[config.mk]
export PLATFORM = sky130hd
export DESIGN_NAME = wr_intr_rd_seq
export DESIGN_NICKNAME = d
export VERILOG_FILES = /design/src/rtl/wir_pkg.sv /design/src/rtl/wir_cfg_decode.sv /design/src/rtl/wir_ctrl.sv /design/src/rtl/wr_intr_rd_seq.sv
export SDC_FILE = /design/constraint.sdc
export NUM_CORES = 1
export LEC_CHECK = 0
export BUFFER_PORTS_ARGS = -buffer_cell sky130_fd_sc_hd__clkbuf_2
export CORE_MARGIN = 5
export CORE_UTILIZATION = 60
export CTS_BUF_LIST = sky130_fd_sc_hd__clkbuf_8
export DETAILED_ROUTE_END_ITERATION = 8
export PLACE_DENSITY = 0.95
export REMOVE_ABC_BUFFERS = 1
export SLEW_MARGIN = 10
export SYNTH_ARGS = -nofsm -noshare
export SYNTH_HDL_FRONTEND = slang
export SYNTH_SLANG_ARGS = --single-unit
[constraint.sdc]
create_clock -name clk -period 2.8 [get_ports clk]
set_input_delay 0.14 -clock clk [delete_from_list [all_inputs] [get_ports clk]]
set_output_delay 0.14 -clock clk [all_outputs]
set_load 0.005 [all_outputs]
[src/rtl/wir_pkg.sv]
package wir_pkg;
    localparam int CNT_W = 4;
    typedef enum logic [1:0] {
        ST_IDLE,
        ST_WR_GAP,
        ST_WR_DATA,
        ST_TURN
    } wir_state_e;
endpackage

[src/rtl/wir_cfg_decode.sv]
module wir_cfg_decode #(
    parameter int CNT_W = 4
) (
    input  logic [1:0]       cfg_bl,
    input  logic [1:0]       cfg_cl,
    output logic [CNT_W-1:0] data_cyc,
    output logic [CNT_W-1:0] turn_cyc
);
    logic [CNT_W-1:0] cl_cyc;

    always_comb begin
        unique case (cfg_bl)
            2'd0:    data_cyc = CNT_W'(1);
            2'd1:    data_cyc = CNT_W'(2);
            default: data_cyc = CNT_W'(4);
        endcase
        // half-cycle latency rounds up to a whole cycle of bus hold
        cl_cyc   = (cfg_cl == 2'd0) ? CNT_W'(2) : CNT_W'(3);
        turn_cyc = cl_cyc + data_cyc;
    end
endmodule

[src/rtl/wir_ctrl.sv]
module wir_ctrl
    import wir_pkg::*;
#(
    parameter int BANK_W = 2
) (
    input  logic              clk,
    input  logic              rst_n,
    input  logic [CNT_W-1:0]  data_cyc,
    input  logic [CNT_W-1:0]  turn_cyc,
    input  logic              wr_valid,
    input  logic              wr_ap,
    input  logic [BANK_W-1:0] wr_bank,
    input  logic              rd_valid,
    input  logic [BANK_W-1:0] rd_bank,
    output logic              wr_ready,
    output logic              rd_ready,
    output logic              cmd_wr,
    output logic              cmd_rd,
    output logic [BANK_W-1:0] cmd_bank,
    output logic [1:0]        dm,
    output logic              dq_oe,
    output logic              rd_err
);
    wir_state_e       state_q, state_d;
    logic [CNT_W-1:0] cnt_q, cnt_d;
    logic [CNT_W-1:0] nc_q, turn_q;
    logic             ap_q, err_done_q;

    // state register and counters
    always_ff @(posedge clk) begin
        if (!rst_n) begin
            state_q    <= ST_IDLE;
            cnt_q      <= '0;
            nc_q       <= CNT_W'(1);
            turn_q     <= CNT_W'(3);
            ap_q       <= 1'b0;
            err_done_q <= 1'b0;
        end else begin
            state_q <= state_d;
            cnt_q   <= cnt_d;
            if (cmd_wr) begin
                nc_q       <= data_cyc;
                turn_q     <= turn_cyc;
                ap_q       <= wr_ap;
                err_done_q <= 1'b0;
            end else if (rd_err) begin
                err_done_q <= 1'b1;
            end
        end
    end

    // next state and outputs
    always_comb begin
        state_d  = state_q;
        cnt_d    = cnt_q;
        wr_ready = 1'b0;
        rd_ready = 1'b0;
        cmd_wr   = 1'b0;
        cmd_rd   = 1'b0;
        cmd_bank = wr_bank;
        dm       = 2'b11;
        dq_oe    = 1'b0;
        rd_err   = 1'b0;
        unique case (state_q)
            ST_IDLE: begin
                wr_ready = 1'b1;
                rd_ready = 1'b1;
                if (rd_valid) begin
                    cmd_rd   = 1'b1;
                    cmd_bank = rd_bank;
                    cnt_d    = turn_cyc;
                    state_d  = ST_TURN;
                end else if (wr_valid) begin
                    cmd_wr  = 1'b1;
                    cnt_d   = '0;
                    state_d = ST_WR_GAP;
                end
            end
            ST_WR_GAP: begin
                dm     = 2'b00;
                dq_oe  = 1'b1;
                rd_err = rd_valid && ap_q && !err_done_q;
                if (nc_q == CNT_W'(1)) begin
                    state_d = ST_IDLE;
                end else begin
                    cnt_d   = CNT_W'(1);
                    state_d = ST_WR_DATA;
                end
            end
            ST_WR_DATA: begin
                rd_ready = !ap_q;
                rd_err   = rd_valid && ap_q && !err_done_q;
                if (rd_valid && !ap_q) begin
                    cmd_rd   = 1'b1;
                    cmd_bank = rd_bank;
                    cnt_d    = turn_q;
                    state_d  = ST_TURN;
                end else begin
                    dm    = 2'b00;
                    dq_oe = 1'b1;
                    if (cnt_q == nc_q - CNT_W'(1)) begin
                        state_d = ST_IDLE;
                    end else begin
                        cnt_d = cnt_q + CNT_W'(1);
                    end
                end
            end
            ST_TURN: begin
                if (cnt_q <= CNT_W'(1)) begin
                    state_d = ST_IDLE;
                end else begin
                    cnt_d = cnt_q - CNT_W'(1);
                end
            end
            default: state_d = ST_IDLE;
        endcase
    end

    p_no_rd_after_wr_r2: assert property (@(posedge clk) disable iff (!rst_n)
        cmd_wr |=> !cmd_rd);
    p_oe_unmasked_r3: assert property (@(posedge clk) disable iff (!rst_n)
        dq_oe |-> (dm == 2'b00));
    p_release_after_rd_r5: assert property (@(posedge clk) disable iff (!rst_n)
        cmd_rd |=> !dq_oe);
    p_err_single_r6: assert property (@(posedge clk) disable iff (!rst_n)
        rd_err |=> !rd_err);
    p_err_no_issue_r6: assert property (@(posedge clk) disable iff (!rst_n)
        rd_err |-> !cmd_rd);
    p_turn_block_r7: assert property (@(posedge clk) disable iff (!rst_n)
        cmd_rd |=> (!wr_ready && !rd_ready));
    p_one_cmd_r8: assert property (@(posedge clk) disable iff (!rst_n)
        !(cmd_rd && cmd_wr));
endmodule

[src/rtl/wr_intr_rd_seq.sv]
module wr_intr_rd_seq
    import wir_pkg::*;
#(
    parameter int BANK_W = 2
) (
    input  logic              clk,
    input  logic              rst_n,
    input  logic [1:0]        cfg_bl,
    input  logic [1:0]        cfg_cl,
    input  logic              wr_valid,
    input  logic              wr_ap,
    input  logic [BANK_W-1:0] wr_bank,
    input  logic              rd_valid,
    input  logic [BANK_W-1:0] rd_bank,
    output logic              wr_ready,
    output logic              rd_ready,
    output logic              cmd_wr,
    output logic              cmd_rd,
    output logic [BANK_W-1:0] cmd_bank,
    output logic [1:0]        dm,
    output logic              dq_oe,
    output logic              rd_err
);
    logic [CNT_W-1:0] data_cyc, turn_cyc;

    wir_cfg_decode #(.CNT_W(CNT_W)) dec_i (
        .cfg_bl  (cfg_bl),
        .cfg_cl  (cfg_cl),
        .data_cyc(data_cyc),
        .turn_cyc(turn_cyc)
    );

    wir_ctrl #(.BANK_W(BANK_W)) ctrl_i (
        .clk     (clk),
        .rst_n   (rst_n),
        .data_cyc(data_cyc),
        .turn_cyc(turn_cyc),
        .wr_valid(wr_valid),
        .wr_ap   (wr_ap),
        .wr_bank (wr_bank),
        .rd_valid(rd_valid),
        .rd_bank (rd_bank),
        .wr_ready(wr_ready),
        .rd_ready(rd_ready),
        .cmd_wr  (cmd_wr),
        .cmd_rd  (cmd_rd),
        .cmd_bank(cmd_bank),
        .dm      (dm),
        .dq_oe   (dq_oe),
        .rd_err  (rd_err)
    );
endmodule

==> impl_metrics.env, run 1 <==
export IMPL_grt_setup_unrepaired="false"
export IMPL_avgSynthCellArea_sq_um=7.89
export IMPL_grt_pass1_vias=1161
export IMPL_clockBufferDepth=2
export IMPL_clkLatencyLatePin_ns=0.25
export IMPL_grt_ovfl_total=0
export IMPL_clk_pin_slew_ns=0.06
export IMPL_cellLeakagePower_nw=0.605
export IMPL_die_y_microns=54.7
export IMPL_avgViaCountPerCell=6.02
export IMPL_cts_tree="yes"
export IMPL_seqPwrFrac=0.274
export IMPL_placeableCoreArea_sq_um=1940
export IMPL_yosys_warnings=0
export IMPL_p_int_w=0.000652
export IMPL_cts_root_buf="clkbuf_8"
export IMPL_n_antenna_cell=0
export IMPL_synth_cells=152
export IMPL_clock_skew_ns=0.00161
export IMPL_portBuffers=22
export IMPL_wirelength_mm=2.88
export IMPL_post_dp_hpwl_mm=2.20
export IMPL_htreeDepth=1
export IMPL_drt_iter0_markers=66
export IMPL_outcome="finished, final reports clean"
export IMPL_ys_types=44
export IMPL_placed_area_sq_um=1280
export IMPL_critPathMaxFanout=16
export IMPL_grt_start_max_net_pins=17
export IMPL_io_pins=23
export IMPL_finalNetCount=194
export IMPL_fin_area_sq_um=1330
export IMPL_crit_top_cell="inv_1"
export IMPL_cts_setup_buffers=0
export IMPL_pwr_share_comb=0.575
export IMPL_tightest_slew_ns=0.507
export IMPL_synth_edff_count=0
export IMPL_grt_use_total=0.240
export IMPL_cts_buffers=3
export IMPL_synthArstFlopShare=0
export IMPL_path_class="register to output pin"
export IMPL_grt_pass1_wl_mm=5.09
export IMPL_ant_nets=0
export IMPL_clkPwrFrac=0.151
export IMPL_drc=0
export IMPL_power_density_nw_per_um2=875
export IMPL_critPathRequiredTime_ns=2.66
export IMPL_final_hold_viol_count=0
export IMPL_p_sw_frac=0.438
export IMPL_first_pass_iters=5
export IMPL_worst_path_buf_inv=3
export IMPL_initial_core_util=0.618
export IMPL_timing_final_max_slew_violations=0
export IMPL_relSlewSlack=0.662
export IMPL_critPathLaunchType="register"
export IMPL_max_freq_mhz=448
export IMPL_dr_total_vias=1180
export IMPL_ir_worst_vdd_mv=0.522
export IMPL_min_path_type="primary input to register"
export IMPL_p_total_w=0.00116
export IMPL_cp_slowest_stage_delay_ns=0.48
export IMPL_tns_ns=0
export IMPL_synthesis_area_sq_um=1200
export IMPL_maxCapViolCount=0
export IMPL_place_ws_ns=0.802
export IMPL_synth_seq_cells=15
export IMPL_cp_end_kind="output pin"
export IMPL_fin_crit_sh=0.797
export IMPL_cts_sinks=15
export IMPL_hold_buffers=0
export IMPL_die_w_microns=54.7
export IMPL_path_cells="inv_1 > ha_1 > nand3_1 > inv_1 > clkbuf_2"
export IMPL_timing_final_ws_setup_ns=0.568
export IMPL_cp_arrival_ns=2.09
export IMPL_n_fill_cell=177
export IMPL_rows=16
export IMPL_layout_min_cycle_time_ns=2.23
export IMPL_area_delta_synth_final_pct=10.4
export IMPL_ys_seq_area_frac=0.250
export IMPL_cp_slowest_cell="ha_1"
export IMPL_ys_flop_type="dfxtp_1"
export IMPL_finalSetupViolations=0
export IMPL_finalWeightedCongestion=1.02
export IMPL_wl_per_cell_microns=14.7
export IMPL_critPathTopFamily="buffers and inverters"
export IMPL_drive_above_1_share=0.189
export IMPL_antenna_found_initial=0
export IMPL_dieArea_sq_um=2990
export IMPL_cts_resized=0
export IMPL_p_sw_w=0.000507
-- synth_stat cells, types with 2 or more instances --
cell type | n | area, sq um
a21oi_1 | 9 | 45.0
a221oi_1 | 2 | 17.5
a22o_1 | 2 | 17.5
buf_4 | 4 | 30.0
buf_6 | 2 | 22.5
clkbuf_1 | 3 | 11.3
dfxtp_1 | 15 | 300
ha_1 | 11 | 138
inv_1 | 14 | 52.6
mux2i_1 | 4 | 40.0
nand2_1 | 21 | 78.8
nand2b_1 | 2 | 12.5
nand3_1 | 4 | 20.0
nor2_1 | 9 | 33.8
nor2b_1 | 2 | 12.5
nor3_1 | 4 | 20.0
nor3b_1 | 2 | 15.0
o211a_1 | 2 | 20.0
o211ai_1 | 5 | 37.5
o21a_1 | 2 | 15.0
o21ai_0 | 4 | 20.0
xnor2_1 | 5 | 43.8
xor2_1 | 3 | 26.3
-- power by group through the flow --
stage | combinational [W] | sequential [W] | clock (W)
floorplan | 0.000471 | 0.000305 | 0
global placement | 0.000634 | 0.000320 | 0
detailed placement | 0.000650 | 0.000322 | 0
CTS | 0.000660 | 0.000317 | 0.000177
global route | 0.000747 | 0.000326 | 0.000184
finish | 0.000666 | 0.000317 | 0.000175
-- path summary, 6_finish.rpt --
path	startpoint	to	slack (ns)	cells after the start
max reg2reg	ctrl_i.state_q[0]$_SDFFE_PN0P_	ctrl_i.cnt_q[2]$_SDFFE_PN0P_	0.80	6
min reg2reg	ctrl_i.turn_q[2]$_SDFFE_PN0P_	ctrl_i.turn_q[2]$_SDFFE_PN0P_	0.48	2
min	wr_ap	ctrl_i.ap_q$_SDFFE_PN0P_	0.12	3
max	ctrl_i.state_q[0]$_SDFFE_PN0P_	cmd_wr	0.57	5
-- final cells by class --
type                    instances  area (sq um)  area share
multi-input cells             114           783       0.591
well taps                      27          33.8      0.0255
repair buffers                 22           110      0.0831
clock inverters                 1          3.75     0.00283
clock buffers                   3          41.3      0.0312
flip-flops and latches         15           300       0.227
inverters                      14          52.6      0.0397
-- per-layer routing --
metal  part of all wire  global-route usage
met5                  0                   0
met4              0.047               0.116
met3              0.085              0.0436
met2               0.49               0.407
met1               0.38               0.286
-- state kept, by name (all words and copies together), names as in the netlist --
signal / count
ctrl_i.ap_q: 1
ctrl_i.err_done_q: 1
ctrl_i.state_q: 2
ctrl_i.cnt_q: 4
ctrl_i.turn_q: 4
ctrl_i.nc_q: 3
-- worst reg2reg max path, cell delays in order, from the launching register on --
cell and delay [ns]:
dfxtp_1 0.38, inv_1 0.09, ha_1 0.38, nor3b_1 0.24
a221oi_1 0.28, o21ai_2 0.17, mux2_1 0.34
-- per-stage QoR --
step,cells,utilization,hold WS (ns)
final,196,0.682,0.118
after global routing,196,0.682,0.145
after CTS,196,0.682,0.123
after detailed placement,192,0.659,0.388
after global placement,192,0.659,0.369
after floorplan,143,-,0.212
-- cell families (layout without fill, tap and decap cells) --
kind of cell | after synthesis | in the layout | share of synthesized area
simple gates | 54 | 54 | 0.226
compound gates | 36 | 36 | 0.211
buf+inv | 23 | 40 | 0.0970
flops | 15 | 15 | 0.250
fa+ha+maj | 11 | 11 | 0.115
xor+xnor | 8 | 8 | 0.0584
mux | 5 | 5 | 0.0428
-- placed cells by master (no fill, tap or decap), types with 2 or more instances in the layout --
cell type  Yosys  routed
a21oi_1        9       9
a221oi_1       2       2
a22o_1         2       2
clkbuf_2       0      22
clkbuf_8       0       3
dfxtp_1       15      15
ha_1          11      11
inv_1         14      15
mux2i_1        4       4
nand2_1       21      21
nand2b_1       2       2
nand3_1        4       4
nor2_1         9       9
nor2b_1        2       2
nor3_1         4       4
nor3b_1        2       2
o211a_1        2       2
o211ai_1       5       5
o21a_1         2       2
o21ai_0        4       4
xnor2_1        5       5
xor2_1         3       3
No activity file was read; power rests on OpenSTA's default activity.
==> run 2, diff against run 1 <==
ABC_AREA = 1   (was default)
CORE_UTILIZATION = 57   (was 60)
PLACE_DENSITY = 0.91   (was 0.95)
clock period = 2.3 ns   (was 2.8 ns; I/O delays follow)
==> impl_metrics.env, run 2 <==
export IMPL_cellLeakagePower_nw=0.755
export IMPL_finalNetCount=239
export IMPL_cts_resized=0
export IMPL_synth_top_area_share=0.235
export IMPL_cts_buffers=3
export IMPL_timing_final_ws_setup_ns=0.461
export IMPL_ir_worst_vdd_mv=0.809
export IMPL_synth_simple_gate_area_frac=0.372
export IMPL_synthTopCellsByArea="dfxtp_1 23%, nand2_1 14%, ha_1 11%"
export IMPL_p_int_w=0.000864
export IMPL_clock_skew_ns=0.00809
export IMPL_io_pins=23
export IMPL_ys_seq_area_frac=0.235
export IMPL_synthMuxAreaShare=0
export IMPL_tns_ns=0
export IMPL_grt_pass1_vias=1209
export IMPL_synth_compound_area_frac=0.149
export IMPL_ys_flop_type="dfxtp_1"
export IMPL_clk_pin_slew_ns=0.07
export IMPL_outcome="finished, final reports clean"
export IMPL_hold_slack_ns=0.135
export IMPL_final_common_cell="nand2_1"
export IMPL_final_hold_viol_count=0
export IMPL_worst_path_buf_inv=3
export IMPL_finalWeightedCongestion=0.910
export IMPL_drive_above_1_share=0.248
export IMPL_first_pass_iters=5
export IMPL_cts_setup_buffers=0
export IMPL_critPathLaunchType="register"
export IMPL_yosys_area_share_adder=0.108
export IMPL_max_freq_mhz=544
export IMPL_critPathTopFamily="compound AO/OA/AOI/OAI gates"
export IMPL_p_sw_frac=0.500
export IMPL_placeableCoreArea_sq_um=2170
export IMPL_tightest_slew_ns=0.426
export IMPL_grt_start_max_net_pins=14
export IMPL_place_ws_ns=0.660
export IMPL_die_w_microns=57.4
export IMPL_synth_most_common_cell="nand2_1"
export IMPL_drc=0
export IMPL_dieArea_sq_um=3290
export IMPL_area_delta_synth_final_pct=12.5
export IMPL_clkLatencyLatePin_ns=0.26
export IMPL_rows=17
export IMPL_top_regs="ctrl_i.cnt_q (4), ctrl_i.turn_q (4), ctrl_i.nc_q (3)"
export IMPL_p_sw_w=0.000865
export IMPL_portBuffers=22
export IMPL_n_antenna_cell=0
export IMPL_layout_min_cycle_time_ns=1.84
export IMPL_p_total_w=0.00173
export IMPL_clkPwrFrac=0.131
export IMPL_avgViaCountPerCell=5.09
export IMPL_yosys_area_top_type="dfxtp_1"
export IMPL_pwr_share_comb=0.622
export IMPL_hold_buffers=0
export IMPL_clockBufferDepth=2
export IMPL_drt_iter0_markers=40
export IMPL_wirelength_mm=2.86
export IMPL_min_path_type="primary input to register"
export IMPL_maxCapViolCount=0
export IMPL_dr_total_vias=1232
export IMPL_grt_use_total=0.194
export IMPL_post_place_cells=238
export IMPL_ys_types=32
export IMPL_synth_common_cells="47 x nand2_1, 26 x inv_1, 17 x nor2_1"
export IMPL_avgSynthCellArea_sq_um=6.67
export IMPL_relSlewSlack=0.716
export IMPL_timing_final_max_slew_violations=0
export IMPL_power_density_nw_per_um2=1200
export IMPL_synth_xor_area_share=0.0137
export IMPL_cts_root_buf="clkbuf_8"
export IMPL_path_cells="inv_1 > ha_1 > inv_2 > nor2_4 > a211oi_1 > o21ai_0 > clkbuf_2"
export IMPL_fin_cells=242
export IMPL_die_y_microns=57.4
export IMPL_path_class="register to output pin"
export IMPL_initial_core_util=0.590
export IMPL_grt_setup_unrepaired="false"
export IMPL_finalSetupViolations=0
export IMPL_critPathMaxFanout=9
export IMPL_fin_crit_sh=0.799
export IMPL_cp_slowest_stage_delay_ns=0.39
export IMPL_cp_end_kind="output pin"
export IMPL_yosys_warnings=0
export IMPL_cts_sinks=15
export IMPL_grt_pass1_wl_mm=5.04
export IMPL_synth_cells=192
export IMPL_grt_ovfl_total=0
export IMPL_cp_slowest_cell="dfxtp_1"
export IMPL_cts_tree="yes"
export IMPL_cp_arrival_ns=1.72
export IMPL_post_dp_hpwl_mm=2.29
export IMPL_final_cell_mix="47 x nand2_1, 26 x inv_1, 22 x clkbuf_2"
export IMPL_synth_seq_cells=15
export IMPL_antenna_found_initial=0
export IMPL_synth_top_family_by_area="simple AND/OR/NAND/NOR gates"
export IMPL_synthArstFlopShare=0
export IMPL_wl_per_cell_microns=11.8
export IMPL_seqPwrFrac=0.247
export IMPL_critPathRequiredTime_ns=2.18
export IMPL_synth_edff_count=0
export IMPL_ant_nets=0
export IMPL_htreeDepth=1
export IMPL_synthesis_area_sq_um=1280
-- run 2: cell types whose count changed after synthesis, moves of 7 or more --
cell     delta
nand3_1     +7
inv_1      +12
nor2_1      +8
o21ai_0     +8
nand2_1    +26
-- run 2: logic make-up after synthesis --
logic type | after synthesis
buffers and inverters | 36
flip-flops | 15
AND/OR/NAND/NOR | 95
AO/OA/AOI/OAI | 33
XOR/XNOR | 2
adder cells (fa/ha/maj) | 11
-- run 2: final cells by class --
type	instances	area, sq um
clock inverters	1	5.00
multi-input cells	141	822
repair buffers	22	110
inverters	32	126
fillers	212	729
clock buffers	3	41.3
flip-flops and latches	15	300
well taps	28	35.0
-- run 2: metrics by stage --
step | cell area [sq um] | util
after floorplan | 1250 | -
after global placement | 1390 | 0.642
after detailed placement | 1390 | 0.642
after CTS | 1440 | 0.664
after global routing | 1440 | 0.664
final | 1440 | 0.664
-- run 2: metal layers --
layer / track usage / up-vias / share of wire
li1: - / 648 / -
met3: 0.0339 / 9 / 0.049
met1: 0.239 / 545 / 0.44
met4: 0.0993 / 0 / 0.028
met5: 0 / - / 0
met2: 0.319 / 30 / 0.48
-- run 2: path summary, 6_finish.rpt --
path	from	end	slack (ns)	cells after the start
hold / removal	wr_ap	ctrl_i.ap_q$_SDFFE_PN0P_	0.13	3
hold reg to reg	ctrl_i.turn_q[3]$_SDFFE_PN0P_	ctrl_i.turn_q[3]$_SDFFE_PN0P_	0.47	2
setup / recovery	ctrl_i.state_q[0]$_SDFFE_PN0P_	cmd_bank[0]	0.46	7
setup reg to reg	ctrl_i.state_q[1]$_SDFFE_PN0P_	ctrl_i.ap_q$_SDFFE_PN0P_	0.63	9
-- run 2: power groups by stage --
stage               registers, W  clock network [W]  logic, W
floorplan               0.000411                  0  0.000808
global placement        0.000431                  0   0.00105
detailed placement      0.000433                  0   0.00106
CTS                     0.000426           0.000227   0.00108
global route            0.000444           0.000238   0.00122
finish                  0.000427           0.000227   0.00107
-- run 2: worst register-to-register path, delay by kind of cell, from the launching register on --
family / cells / cell delay [ns]
fa+ha+maj: 1 / 0.20
flops: 1 / 0.35
buf+inv: 4 / 0.41
compound gates: 2 / 0.22
simple gates: 2 / 0.37
